**config.mk**
```make
export PLATFORM = sky130hd
export DESIGN_NAME = uart_lb_core
export DESIGN_NICKNAME = d
export VERILOG_FILES = /design/src/rtl/uart_lb_pkg.sv /design/src/rtl/uart_lb_tx.sv /design/src/rtl/uart_lb_rx.sv /design/src/rtl/uart_lb_route.sv /design/src/rtl/uart_lb_core.sv
export SDC_FILE = /design/constraint.sdc
export NUM_CORES = 1
export LEC_CHECK = 0
export ABC_AREA = 1
export CORE_MARGIN = 5
export CORE_UTILIZATION = 50
export CTS_BUF_LIST = sky130_fd_sc_hd__clkbuf_4
export DETAILED_ROUTE_END_ITERATION = 12
export GPL_TIMING_DRIVEN = 0
export PLACE_DENSITY = 0.73
export SLEW_MARGIN = 10
export SYNTH_ARGS = -nofsm -noshare
export SYNTH_HDL_FRONTEND = slang
export SYNTH_SLANG_ARGS = --single-unit
```
**constraint.sdc**
```tcl
create_clock -name clk -period 2 [get_ports clk]
set_input_delay 0.6 -clock clk [delete_from_list [all_inputs] [get_ports clk]]
set_output_delay 0.6 -clock clk [all_outputs]
set_load 0.02 [all_outputs]
```
**src/rtl/uart_lb_pkg.sv**
```systemverilog
package uart_lb_pkg;

    typedef enum logic [1:0] {TX_IDLE, TX_START, TX_DATA, TX_STOP} tx_state_e;
    typedef enum logic [1:0] {RX_IDLE, RX_START, RX_DATA, RX_STOP} rx_state_e;

    // length select 0..3 maps to 5..8 data bits
    function automatic logic [3:0] char_bits(input logic [1:0] sel);
        return 4'd5 + {2'b00, sel};
    endfunction

endpackage

```
**src/rtl/uart_lb_tx.sv**
```systemverilog
module uart_lb_tx
    import uart_lb_pkg::*;
#(
    parameter int OVS = 16,
    parameter int DW  = 8
) (
    input  logic          clk,
    input  logic          rst_n,
    input  logic          tick,
    input  logic [1:0]    len_sel,
    input  logic          stop_sel,
    input  logic          load,
    input  logic [DW-1:0] data,
    output logic          ready,
    output logic          line
);
    localparam int CW = $clog2(2 * OVS);
    localparam int BW = $clog2(DW + 1);

    tx_state_e      state_q;
    logic [CW-1:0]  cnt_q;
    logic [CW-1:0]  stop_last_q;
    logic [BW-1:0]  bit_q;
    logic [BW-1:0]  nbits_q;
    logic [DW-1:0]  sh_q;

    always_ff @(posedge clk or negedge rst_n) begin
        if (!rst_n) begin
            state_q     <= TX_IDLE;
            cnt_q       <= '0;
            stop_last_q <= '0;
            bit_q       <= '0;
            nbits_q     <= '0;
            sh_q        <= '0;
        end else begin
            unique case (state_q)
                TX_IDLE: begin
                    if (load) begin
                        state_q <= TX_START;
                        cnt_q   <= '0;
                        sh_q    <= data;
                        nbits_q <= BW'(char_bits(len_sel));
                        if (!stop_sel)
                            stop_last_q <= CW'(OVS - 1);
                        else if (len_sel == 2'b00)
                            stop_last_q <= CW'(OVS + OVS / 2 - 1);
                        else
                            stop_last_q <= CW'(2 * OVS - 1);
                    end
                end
                TX_START: begin
                    if (tick) begin
                        if (cnt_q == CW'(OVS - 1)) begin
                            state_q <= TX_DATA;
                            cnt_q   <= '0;
                            bit_q   <= '0;
                        end else begin
                            cnt_q <= cnt_q + CW'(1);
                        end
                    end
                end
                TX_DATA: begin
                    if (tick) begin
                        if (cnt_q == CW'(OVS - 1)) begin
                            cnt_q <= '0;
                            sh_q  <= sh_q >> 1;
                            if (bit_q == nbits_q - BW'(1))
                                state_q <= TX_STOP;
                            else
                                bit_q <= bit_q + BW'(1);
                        end else begin
                            cnt_q <= cnt_q + CW'(1);
                        end
                    end
                end
                TX_STOP: begin
                    if (tick) begin
                        if (cnt_q == stop_last_q)
                            state_q <= TX_IDLE;
                        else
                            cnt_q <= cnt_q + CW'(1);
                    end
                end
                default: state_q <= TX_IDLE;
            endcase
        end
    end

    always_comb begin
        ready = (state_q == TX_IDLE);
        unique case (state_q)
            TX_START: line = 1'b0;
            TX_DATA:  line = sh_q[0];
            default:  line = 1'b1;
        endcase
    end

    // an accepted load leaves idle and drives the start level next cycle
    a_r4_accept_start: assert property (@(posedge clk) disable iff (!rst_n)
        ready && load |=> !ready && !line);
    // the line rests high whenever the transmitter is idle
    a_r1_idle_high: assert property (@(posedge clk) disable iff (!rst_n)
        ready |-> line);

endmodule

```
**src/rtl/uart_lb_rx.sv**
```systemverilog
module uart_lb_rx
    import uart_lb_pkg::*;
#(
    parameter int OVS = 16,
    parameter int DW  = 8
) (
    input  logic          clk,
    input  logic          rst_n,
    input  logic          tick,
    input  logic [1:0]    len_sel,
    input  logic          line,
    output logic [DW-1:0] data,
    output logic          valid,
    output logic          ferr
);
    localparam int CNW = $clog2(OVS);
    localparam int BW  = $clog2(DW + 1);

    rx_state_e      state_q;
    logic           line_q;
    logic [CNW-1:0] cnt_q;
    logic [BW-1:0]  bit_q;
    logic [BW-1:0]  nbits_q;
    logic [DW-1:0]  sh_q;
    logic [DW-1:0]  data_q;
    logic           valid_q;
    logic           ferr_q;

    always_ff @(posedge clk or negedge rst_n) begin
        if (!rst_n) begin
            state_q <= RX_IDLE;
            line_q  <= 1'b1;
            cnt_q   <= '0;
            bit_q   <= '0;
            nbits_q <= '0;
            sh_q    <= '0;
            data_q  <= '0;
            valid_q <= 1'b0;
            ferr_q  <= 1'b0;
        end else begin
            line_q  <= line;
            valid_q <= 1'b0;
            unique case (state_q)
                RX_IDLE: begin
                    if (tick && !line_q) begin
                        state_q <= RX_START;
                        cnt_q   <= '0;
                        nbits_q <= BW'(char_bits(len_sel));
                    end
                end
                RX_START: begin
                    if (tick) begin
                        if (cnt_q == CNW'(OVS / 2 - 1)) begin
                            cnt_q <= '0;
                            bit_q <= '0;
                            state_q <= line_q ? RX_IDLE : RX_DATA;
                        end else begin
                            cnt_q <= cnt_q + CNW'(1);
                        end
                    end
                end
                RX_DATA: begin
                    if (tick) begin
                        if (cnt_q == CNW'(OVS - 1)) begin
                            cnt_q <= '0;
                            sh_q  <= {line_q, sh_q[DW-1:1]};
                            if (bit_q == nbits_q - BW'(1))
                                state_q <= RX_STOP;
                            else
                                bit_q <= bit_q + BW'(1);
                        end else begin
                            cnt_q <= cnt_q + CNW'(1);
                        end
                    end
                end
                RX_STOP: begin
                    if (tick) begin
                        if (cnt_q == CNW'(OVS - 1)) begin
                            valid_q <= 1'b1;
                            ferr_q  <= !line_q;
                            data_q  <= sh_q >> (BW'(DW) - nbits_q);
                            state_q <= RX_IDLE;
                        end else begin
                            cnt_q <= cnt_q + CNW'(1);
                        end
                    end
                end
                default: state_q <= RX_IDLE;
            endcase
        end
    end

    always_comb begin
        data  = data_q;
        valid = valid_q;
        ferr  = ferr_q;
    end

    // strobe lasts one clock
    a_r5_single_strobe: assert property (@(posedge clk) disable iff (!rst_n)
        valid |=> !valid);
    // bits above the character length read as zero
    a_r5_upper_zero: assert property (@(posedge clk) disable iff (!rst_n)
        valid |-> ((data >> nbits_q) == '0));

endmodule

```
**src/rtl/uart_lb_route.sv**
```systemverilog
module uart_lb_route #(
    parameter int NMDM = 4
) (
    input  logic            loop_en,
    input  logic            tx_line,
    input  logic            rx_pin,
    input  logic [NMDM-1:0] ctl_req,
    input  logic [NMDM-1:0] stat_pin,
    output logic            tx_pin,
    output logic            rx_line,
    output logic [NMDM-1:0] ctl_pin,
    output logic [NMDM-1:0] stat
);
    always_comb begin
        tx_pin  = loop_en ? 1'b1 : tx_line;
        rx_line = loop_en ? tx_line : rx_pin;
        ctl_pin = ctl_req;
    end

    for (genvar i = 0; i < NMDM; i++) begin : g_stat
        assign stat[i] = loop_en ? ctl_req[i] : stat_pin[i];
    end

endmodule

```
**src/rtl/uart_lb_core.sv**
```systemverilog
module uart_lb_core #(
    parameter int OVS  = 16,
    parameter int DW   = 8,
    parameter int NMDM = 4
) (
    input  logic            clk,
    input  logic            rst_n,
    input  logic            baud_tick,
    input  logic [1:0]      char_len,
    input  logic            stop_long,
    input  logic            loop_en,
    input  logic [DW-1:0]   tx_byte,
    input  logic            tx_load,
    output logic            tx_ready,
    output logic [DW-1:0]   rx_byte,
    output logic            rx_valid,
    output logic            rx_frame_err,
    output logic            ser_tx,
    input  logic            ser_rx,
    input  logic [NMDM-1:0] mdm_ctl_req,
    output logic [NMDM-1:0] mdm_ctl_out,
    input  logic [NMDM-1:0] mdm_pin_in,
    output logic [NMDM-1:0] mdm_stat
);
    logic tx_line;
    logic rx_line;

    uart_lb_tx #(.OVS(OVS), .DW(DW)) u_tx (
        .clk(clk), .rst_n(rst_n), .tick(baud_tick), .len_sel(char_len),
        .stop_sel(stop_long), .load(tx_load), .data(tx_byte),
        .ready(tx_ready), .line(tx_line)
    );

    uart_lb_rx #(.OVS(OVS), .DW(DW)) u_rx (
        .clk(clk), .rst_n(rst_n), .tick(baud_tick), .len_sel(char_len),
        .line(rx_line), .data(rx_byte), .valid(rx_valid), .ferr(rx_frame_err)
    );

    uart_lb_route #(.NMDM(NMDM)) u_route (
        .loop_en(loop_en), .tx_line(tx_line), .rx_pin(ser_rx),
        .ctl_req(mdm_ctl_req), .stat_pin(mdm_pin_in),
        .tx_pin(ser_tx), .rx_line(rx_line),
        .ctl_pin(mdm_ctl_out), .stat(mdm_stat)
    );

    // transmit pin rests high during self-test
    a_r7_pin_idle: assert property (@(posedge clk) disable iff (!rst_n)
        loop_en |-> ser_tx);
    // status follows the control requests during self-test
    a_r8_loop_stat: assert property (@(posedge clk) disable iff (!rst_n)
        loop_en |-> (mdm_stat == mdm_ctl_req));
    // status follows the pins otherwise
    a_r8_pin_stat: assert property (@(posedge clk) disable iff (!rst_n)
        !loop_en |-> (mdm_stat == mdm_pin_in));

endmodule

```
==> impl_metrics.csv, run 1 <==
group,metric,value,unit
synth,synth_simple_gate_area_share,27.1,%
die,die_height,93.1,µm
die,floorplan.die_area,8670,µm²
synth,post_synthesis_cell_count,448,
synth,async_reset_ff_share,100,%
routing,detail-route-antenna-nets,0,
sta,final-hold-violation-count,0,
placement,dpl.cell_count,572,
clock_network,tritoncts_clock_tree,"built",
critical_path,timing.critical_path.to_type,"primary output",
routing,vias_per_cell,5.15,
synth,synth-seq-area-share,42.8,%
sta,rsz0062_at_grt,"true",
power_and_ir_drop,cellPowerDensity,1310,nW/µm²
power_and_ir_drop,clock_power_share,12.4,%
routing,drc,0,
die,num_rows,30,
die,top_level_port_count,45,
clock_network,numCtsBuffers,9,
synth,synth.lib_cells_used.distinct,42,
clock_network,cts.clk_slew.worst_paths,0.10,ns
power_and_ir_drop,p_int,0.00307,W
synth,seq_cells_post_synth,59,
synth,synth_xor_area_share,3.51,%
critical_path,worst_ep_arrival_time,1.52,ns
layout,final_cell_area,4300,µm²
sta,finalWorstSetupSlack,-0.125,ns
critical_path,worst-setup-path-type,"reg -> out",
layout,fin_util,63.6,%
synth,synth_top_family_by_area,"simple AND/OR/NAND/NOR gates",
power_and_ir_drop,power.share.switching,45.7,%
placement,gpl.final_weighted_congestion,0.838,
clock_network,clockBufferDepth,2,
die,core,6760,µm²
power_and_ir_drop,sequentialPowerShare,32.0,%
die,starting_density_of_the_core,51.1,%
grt,grt_max_degree,60,
outcome,status,"finished with violations",
layout,num-nets-final,557,
sta,slew-limit-headroom,51.8,%
grt,grt_usage,18.8,%
grt,initial_antenna_violation_count,0,
critical_path,crit-reg2reg-launch,"u_tx.cnt_q[1]",
critical_path,setup.reg_to_reg.worst_slack,0.12,ns
routing,total_via_count_in_the_routed_design,3098,
clock_network,ctsRootBufferMaster,"sky130_fd_sc_hd__clkbuf_4",
synth,muxShareOfSynthArea,0,%
sta,finalCriticalPeriod,2.12,ns
synth,warnings_synthesis,0,
synth,syn_nets,488,
grt,global_route.overflow_total,0,
grt,number_of_global_route_vias_before_repair,2941,
sta,maxClockFrequency,0.471,GHz
critical_path,rr_endpoint,"u_tx.state_q[0]",
power_and_ir_drop,comb_power_share,55.6,%
power_and_ir_drop,power_switching,0.00258,W
synth,synth_area_per_cell,7.71,µm²
synth,synth_enable_flop_cells,0,
grt,first_pass_grt_wire_length,12800,µm
clock_network,total_number_of_clock_tree_sinks,59,
sta,setup-violations-final,2,
critical_path,critical_path.max_fanout,2,
placement,place.detailed.hpwl,5540,µm
sta,finalSetupTns,-0.154,ns
critical_path,worst_setup_path_start_kind,"flip-flop",
layout,diodes,0,
die,die_w,93.1,µm
placement,dpl-instance-area,3990,µm²
power_and_ir_drop,power.ir.vdd_worst,0.689,mV
routing,drt-pass1-iter-count,4,
critical_path,worstPathRequired,1.40,ns
routing,initialDrtViolationCount,197,
synth,synth-main-ff-cell,"sky130_fd_sc_hd__dfrtp_1",
sta,clock-skew-final,0.0110,ns
layout,finish.cell_count_without_fillers,602,
worst_hold_path,hold_path.class,"in -> async",
sta,worst_slew_pin_slew,0.723,ns
routing,route.detailed.wl_per_inst,12.8,µm
sta,report.final.slew_viol_count,0,
outcome,failed_checks,"setup timing",
placement,port_buffers,44,
clock_network,insertion_delay,0.41,ns
routing,totalWireLength,7710,µm
layout,post_route_cells_drive_above_1_share,17.2,%
critical_path,ff2ff_path_depth,12,
synth,complex_gate_fraction_of_the_synthesized_area,12.7,%
synth,synth-adder-area-share,5.43,%
power_and_ir_drop,power.static_leakage,2.17,nW
synth,synth.cell_area,3450,µm²
layout,area_growth,24.4,%
job,max_cap_viol_count,0,
sta,layout_worst_path_cycle_share,106,%
clock_network,cts-htree-levels,3,
[layout by cell type (no fill, tap or decap), drive strengths merged]
master,n
dlygate4sd2,6
o21ai,43
o31ai,2
a21oi,15
nand3,33
inv,52
xor2,8
ha,15
o21bai,1
nand2,136
nor3,2
dfrtp,58
dfstp,1
clkbuf,12
nand3b,1
nor2,38
nand4,7
clkinv,7
xnor2,5
a2bb2oi,1
buf,37
a211oi,1
a31oi,8
o211ai,1
or2,1
a22o,2
clkdlybuf4s50,23
and2,1
o22ai,1
dlymetal6s2s,4
[how the worst max path moves through the flow]
stage	cells after the start	startpoint	endpoint
3_3_place_gp	1	rst_n	u_tx.sh_q[7]
2_1_floorplan	6	u_tx.state_q[0]	ser_tx
4_1_cts	7	u_tx.state_q[1]	ser_tx
5_1_grt	7	u_tx.state_q[1]	ser_tx
3_5_place_dp	7	u_tx.state_q[0]	ser_tx
6_report	7	u_tx.state_q[1]	ser_tx
[power by group through the flow]
stage	clock network [W]	registers, W	logic [W]
2_1_floorplan	0	0.00176	0.00210
3_3_place_gp	0	0.00182	0.00259
3_5_place_dp	0	0.00183	0.00267
4_1_cts	0.000728	0.00180	0.00289
5_1_grt	0.000782	0.00186	0.00356
6_report	0.000701	0.00181	0.00314
[kinds of logic (layout without fill, tap and decap cells)]
kind of cell,count (synthesis),after routing
buffers and inverters,67,141
adder cells (fa/ha/maj),15,15
XOR/XNOR,13,13
AO/OA/AOI/OAI,75,75
flip-flops,59,59
AND/OR/NAND/NOR,219,219
[layout make-up]
class	instances	area, µm²
Buffer	10	81.3
Clock buffer	12	90.1
Clock inverter	4	17.5
Fill cell	616	2460
Inverter	55	213
Multi-Input combinational cell	322	1780
Sequential cell	59	1480
Tap cell	80	100
Timing Repair Buffer	60	539
[worst max-delay path: stages (launching register included)]
cell and delay, ns:
sky130_fd_sc_hd__dfrtp_1 0.43, sky130_fd_sc_hd__buf_6 0.15, sky130_fd_sc_hd__inv_4 0.06, sky130_fd_sc_hd__ha_4 0.13, sky130_fd_sc_hd__nor2_2 0.05, sky130_fd_sc_hd__a21oi_4 0.12
sky130_fd_sc_hd__nand2_2 0.07, sky130_fd_sc_hd__buf_6 0.13
[layer usage]
metal | vias to the layer above | share of wire (%) | global-route usage, %
li1 | 1582 | - | -
met1 | 1437 | 42 | 21.4
met2 | 68 | 51 | 33.2
met3 | 11 | 5.2 | 5.23
met4 | 0 | 1.3 | 7.57
met5 | - | 0 | 0
[synth_stat cells (7+ instances only)]
library cell | count | area share (%)
sky130_fd_sc_hd__nor2_1 | 38 | 4.1
sky130_fd_sc_hd__nand4_1 | 7 | 1.3
sky130_fd_sc_hd__o21ai_1 | 7 | 1.0
sky130_fd_sc_hd__a21oi_1 | 12 | 1.7
sky130_fd_sc_hd__nand2_1 | 129 | 14
sky130_fd_sc_hd__nand3_1 | 31 | 4.5
sky130_fd_sc_hd__inv_1 | 50 | 5.4
sky130_fd_sc_hd__o21ai_0 | 35 | 5.1
sky130_fd_sc_hd__dfrtp_1 | 58 | 42
sky130_fd_sc_hd__ha_1 | 15 | 5.4
sky130_fd_sc_hd__a31oi_1 | 8 | 1.4
sky130_fd_sc_hd__xor2_1 | 7 | 1.8
[state kept, by name, summed over array words and instances (netlist names), 2 cells and up, named ones only]
signal / count
u_rx.data: 8
u_rx.sh_q: 8
u_tx.sh_q: 8
u_tx.cnt_q: 5
u_rx.bit_q: 4
u_rx.cnt_q: 4
u_rx.nbits_q: 4
u_tx.bit_q: 4
u_tx.nbits_q: 4
u_tx.stop_last_q: 3
u_tx.state_q: 2
[timing repair]
item	4_1_cts	5_1_grt
pin swaps	1	8
setup endpoints to repair	19	28
hold buffers	0	0
resized for setup	64	26
setup buffers	6	10
[through the flow]
step	hold slack [ns]	worst slack (ns)	total power (W)
global route	0.280	-0.229	0.00620
detailed placement	0.453	-0.636	0.00450
CTS	0.247	-0.148	0.00541
floorplan	0.304	0.0896	0.00386
global placement	0.446	-1.56	0.00440
finish	0.239	-0.125	0.00565
Power figures use the tool's default switching activity.
==> run 2: changes to the inputs <==
--- a/config.mk
+++ b/config.mk
@@ -7,11 +7,11 @@
 export LEC_CHECK = 0
 export ABC_AREA = 1
 export CORE_MARGIN = 5
-export CORE_UTILIZATION = 50
+export CORE_UTILIZATION = 57
 export CTS_BUF_LIST = sky130_fd_sc_hd__clkbuf_4
+export CTS_CLUSTER_SIZE = 25
 export DETAILED_ROUTE_END_ITERATION = 12
-export GPL_TIMING_DRIVEN = 0
-export PLACE_DENSITY = 0.73
+export PLACE_DENSITY = 0.82
 export SLEW_MARGIN = 10
 export SYNTH_ARGS = -nofsm -noshare
 export SYNTH_HDL_FRONTEND = slang
==> run 2 against run 1 <==
Against the previous run: routed wire length fell by 3.5%; clock power grew 2%; critical path depth down 1; largest power group unchanged; worst hold slack worse by 0.14 ns; combinational power about the same; register-to-register slack worse by 0.03 ns; the run still ends with setup timing left; die area shrank 11%; critical path type unchanged; utilization increased by 9.6 points; clock skew grew 0.0062 ns; worst setup slack improved by 0.061 ns; sequential power is essentially flat.
==> impl_metrics.csv, run 2 (synthesized netlist as in run 1, its figures left out) <==
group,metric,value,unit
critical_path,setup.reg_to_reg.worst_slack,0.09,ns
clock_network,ctsRootBufferMaster,"sky130_fd_sc_hd__clkbuf_4",
clock_network,numCtsBuffers,9,
die,num_rows,28,
power_and_ir_drop,cellPowerDensity,1310,nW/µm²
critical_path,worstPathRequired,1.40,ns
sta,clock-skew-final,0.0172,ns
grt,first_pass_grt_wire_length,12600,µm
power_and_ir_drop,power.ir.vdd_worst,0.739,mV
power_and_ir_drop,power.share.switching,45.1,%
layout,num-nets-final,558,
sta,report.final.slew_viol_count,0,
power_and_ir_drop,power_switching,0.00255,W
power_and_ir_drop,finalPower,0.00566,W
power_and_ir_drop,sequentialPowerShare,32.1,%
critical_path,ff2ff_path_depth,12,
sta,layout_worst_path_cycle_share,103,%
routing,totalWireLength,7440,µm
critical_path,cpPeakStageDelay,0.41,ns
die,floorplan.die_area,7720,µm²
grt,grtUsageMet1,27.5,%
clock_network,insertion_delay,0.41,ns
grt,grt_max_degree,31,
critical_path,cp_num_buf_inv,2,
die,die_w,87.9,µm
power_and_ir_drop,p_int,0.00311,W
sta,finalCriticalPeriod,2.06,ns
sta,setup-violations-final,2,
placement,gpl.final_weighted_congestion,0.891,
routing,drc,0,
routing,drt-pass1-iter-count,4,
clock_network,cts-htree-levels,3,
placement,port_buffers,44,
clock_network,clockBufferDepth,2,
critical_path,crit-reg2reg-launch,"u_tx.cnt_q[1]",
clock_network,tritoncts_clock_tree,"built",
grt,number_of_global_route_vias_before_repair,2917,
grt,globalRouteMet3Util,5.17,%
sta,maxClockFrequency,0.485,GHz
routing,detail-route-antenna-nets,0,
die,top_level_port_count,45,
die,die_height,87.9,µm
critical_path,worst_ep_arrival_time,1.46,ns
grt,global_route.overflow_total,0,
placement,place.detailed.hpwl,5570,µm
routing,total_via_count_in_the_routed_design,3128,
critical_path,cpMaxStageDelayCell,"sky130_fd_sc_hd__dfrtp_1",
grt,met2_usage,32.9,%
clock_network,cts.clk_slew.worst_paths,0.10,ns
critical_path,worst-setup-path-type,"reg -> out",
die,core,5920,µm²
critical_path,path_delay_family,"flip-flops",
die,starting_density_of_the_core,58.3,%
layout,final_common_cell,"sky130_fd_sc_hd__nand2_1",
layout,diodes,0,
outcome,failed_checks,"setup timing",
sta,worst_slew_pin_slew,0.389,ns
routing,route.detailed.wl_per_inst,12.4,µm
clock_network,total_number_of_clock_tree_sinks,59,
layout,area_growth,25.5,%
critical_path,rr_endpoint,"u_tx.state_q[1]",
layout,layout_common_cells,"sky130_fd_sc_hd__nand2_1, sky130_fd_sc_hd__dfrtp_1, sky130_fd_sc_hd__inv_1",
critical_path,cp_common_cell,"sky130_fd_sc_hd__buf_6",
critical_path,worst_setup_path_start_kind,"flip-flop",
sta,final-hold-violation-count,0,
worst_hold_path,hold_path.class,"in -> async",
placement,worst_slack_after_detailed_placement,-0.532,ns
routing,vias_per_cell,5.23,
critical_path,crit_chain,"buf_6 -> ha_4 -> nor2_4 -> a21oi_2 -> nand2_1 -> buf_6",
layout,post_route_cells_drive_above_1_share,17.2,%
grt,initial_antenna_violation_count,0,
power_and_ir_drop,comb_power_share,55.3,%
critical_path,critical_path.max_fanout,3,
sta,hold_slack,0.0959,ns
power_and_ir_drop,clock_power_share,12.6,%
sta,slew-limit-headroom,74.1,%
grt,busiest_layer_in_global_routing,"met2",
grt,grt_usage,20.6,%
critical_path,timing.critical_path.to_type,"primary output",
job,max_cap_viol_count,0,
power_and_ir_drop,power.static_leakage,2.23,nW
sta,finalWorstSetupSlack,-0.0636,ns
outcome,status,"finished with violations",
routing,initialDrtViolationCount,235,
sta,rsz0062_at_grt,"true",
[run 2: cell types whose count changed in the layout (fill, tap and decap cells not counted), moves of 2 or more]
cell / previous run / this run
sky130_fd_sc_hd__buf_12: 0 / 2
sky130_fd_sc_hd__buf_2: 8 / 2
sky130_fd_sc_hd__inv_2: 3 / 5
sky130_fd_sc_hd__clkbuf_2: 0 / 3
sky130_fd_sc_hd__nor2_2: 3 / 1
sky130_fd_sc_hd__dlygate4sd2_1: 6 / 2
sky130_fd_sc_hd__buf_4: 22 / 25
sky130_fd_sc_hd__dlymetal6s2s_1: 4 / 8
[run 2: repair_timing]
item / CTS / global route
hold buffers: 0 / 0
gates resized for setup: 52 / 31
pin swaps: 2 / 6
endpoints found under the setup margin: 11 / 20
buffers inserted: 3 / 1
[run 2: area by class of cell]
type | count | area, µm²
clock buffers | 12 | 90.1
clock inverters | 4 | 17.5
fillers | 436 | 1590
inverters | 55 | 210
multi-input cells | 322 | 1780
flip-flops and latches | 59 | 1480
well taps | 75 | 93.8
repair buffers | 71 | 668
[run 2: worst max path at each step]
stage / from / end / slack (ns) / cells after the start
after global routing: u_tx.state_q[0] / ser_tx / -0.17 / 6
after global placement: loop_en / mdm_stat[1] / -0.51 / 5
after CTS: u_tx.state_q[0] / ser_tx / -0.09 / 6
after floorplan: u_tx.state_q[0] / ser_tx / 0.09 / 6
after detailed placement: loop_en / mdm_stat[0] / -0.53 / 5
final: u_tx.state_q[0] / ser_tx / -0.06 / 6
[run 2: metrics by stage]
stage	setup TNS (ns)	util (%)	area [µm²]	std cells
after CTS	-0.0856	71.9	4260	597
after detailed placement	-4.97	69.3	4100	578
final	-0.0890	73.2	4330	598
after global placement	-4.50	69.3	4100	578
after global routing	-0.325	73.2	4330	598
after floorplan	0	-	3450	448
[run 2: routing by layer]
layer / vias to the layer above / routed length [µm] / share of wire, %
met1: 1456 / 3430 / 46
met2: 78 / 3450 / 46
li1: 1584 / - / -
met5: - / 0 / 0
met3: 10 / 472 / 6.3
met4: 0 / 89 / 1.2
[run 2: power by group through the flow]
stage | sequential, W | combinational [W] | clock [W]
global placement | 0.00181 | 0.00280 | 0
CTS | 0.00181 | 0.00299 | 0.000730
detailed placement | 0.00181 | 0.00289 | 0
finish | 0.00182 | 0.00313 | 0.000713
global route | 0.00186 | 0.00352 | 0.000790
floorplan | 0.00176 | 0.00210 | 0
[run 2: worst reg2reg max path, cell delays in order, from the launching register on]
cell and delay [ns]:
sky130_fd_sc_hd__dfrtp_1 0.41, sky130_fd_sc_hd__ha_2 0.21, sky130_fd_sc_hd__nand2_2 0.08, sky130_fd_sc_hd__nor2_4 0.15
sky130_fd_sc_hd__ha_4 0.16, sky130_fd_sc_hd__nand2_2 0.06, sky130_fd_sc_hd__o21ai_1 0.08, sky130_fd_sc_hd__inv_1 0.06
sky130_fd_sc_hd__or2_1 0.24, sky130_fd_sc_hd__a21oi_2 0.15, sky130_fd_sc_hd__nand2_1 0.09, sky130_fd_sc_hd__nand2_1 0.07
sky130_fd_sc_hd__nand2_1 0.06
==> run 3: changes to the inputs <==
--- a/config.mk
+++ b/config.mk
@@ -11,6 +11,7 @@
 export CTS_BUF_LIST = sky130_fd_sc_hd__clkbuf_4
 export CTS_CLUSTER_SIZE = 25
 export DETAILED_ROUTE_END_ITERATION = 12
+export GPL_ROUTABILITY_DRIVEN = 0
 export PLACE_DENSITY = 0.82
 export SLEW_MARGIN = 10
 export SYNTH_ARGS = -nofsm -noshare
==> results of run 3 <==
Same layout as run 2: the final DEF is identical, and so are final timing and power.
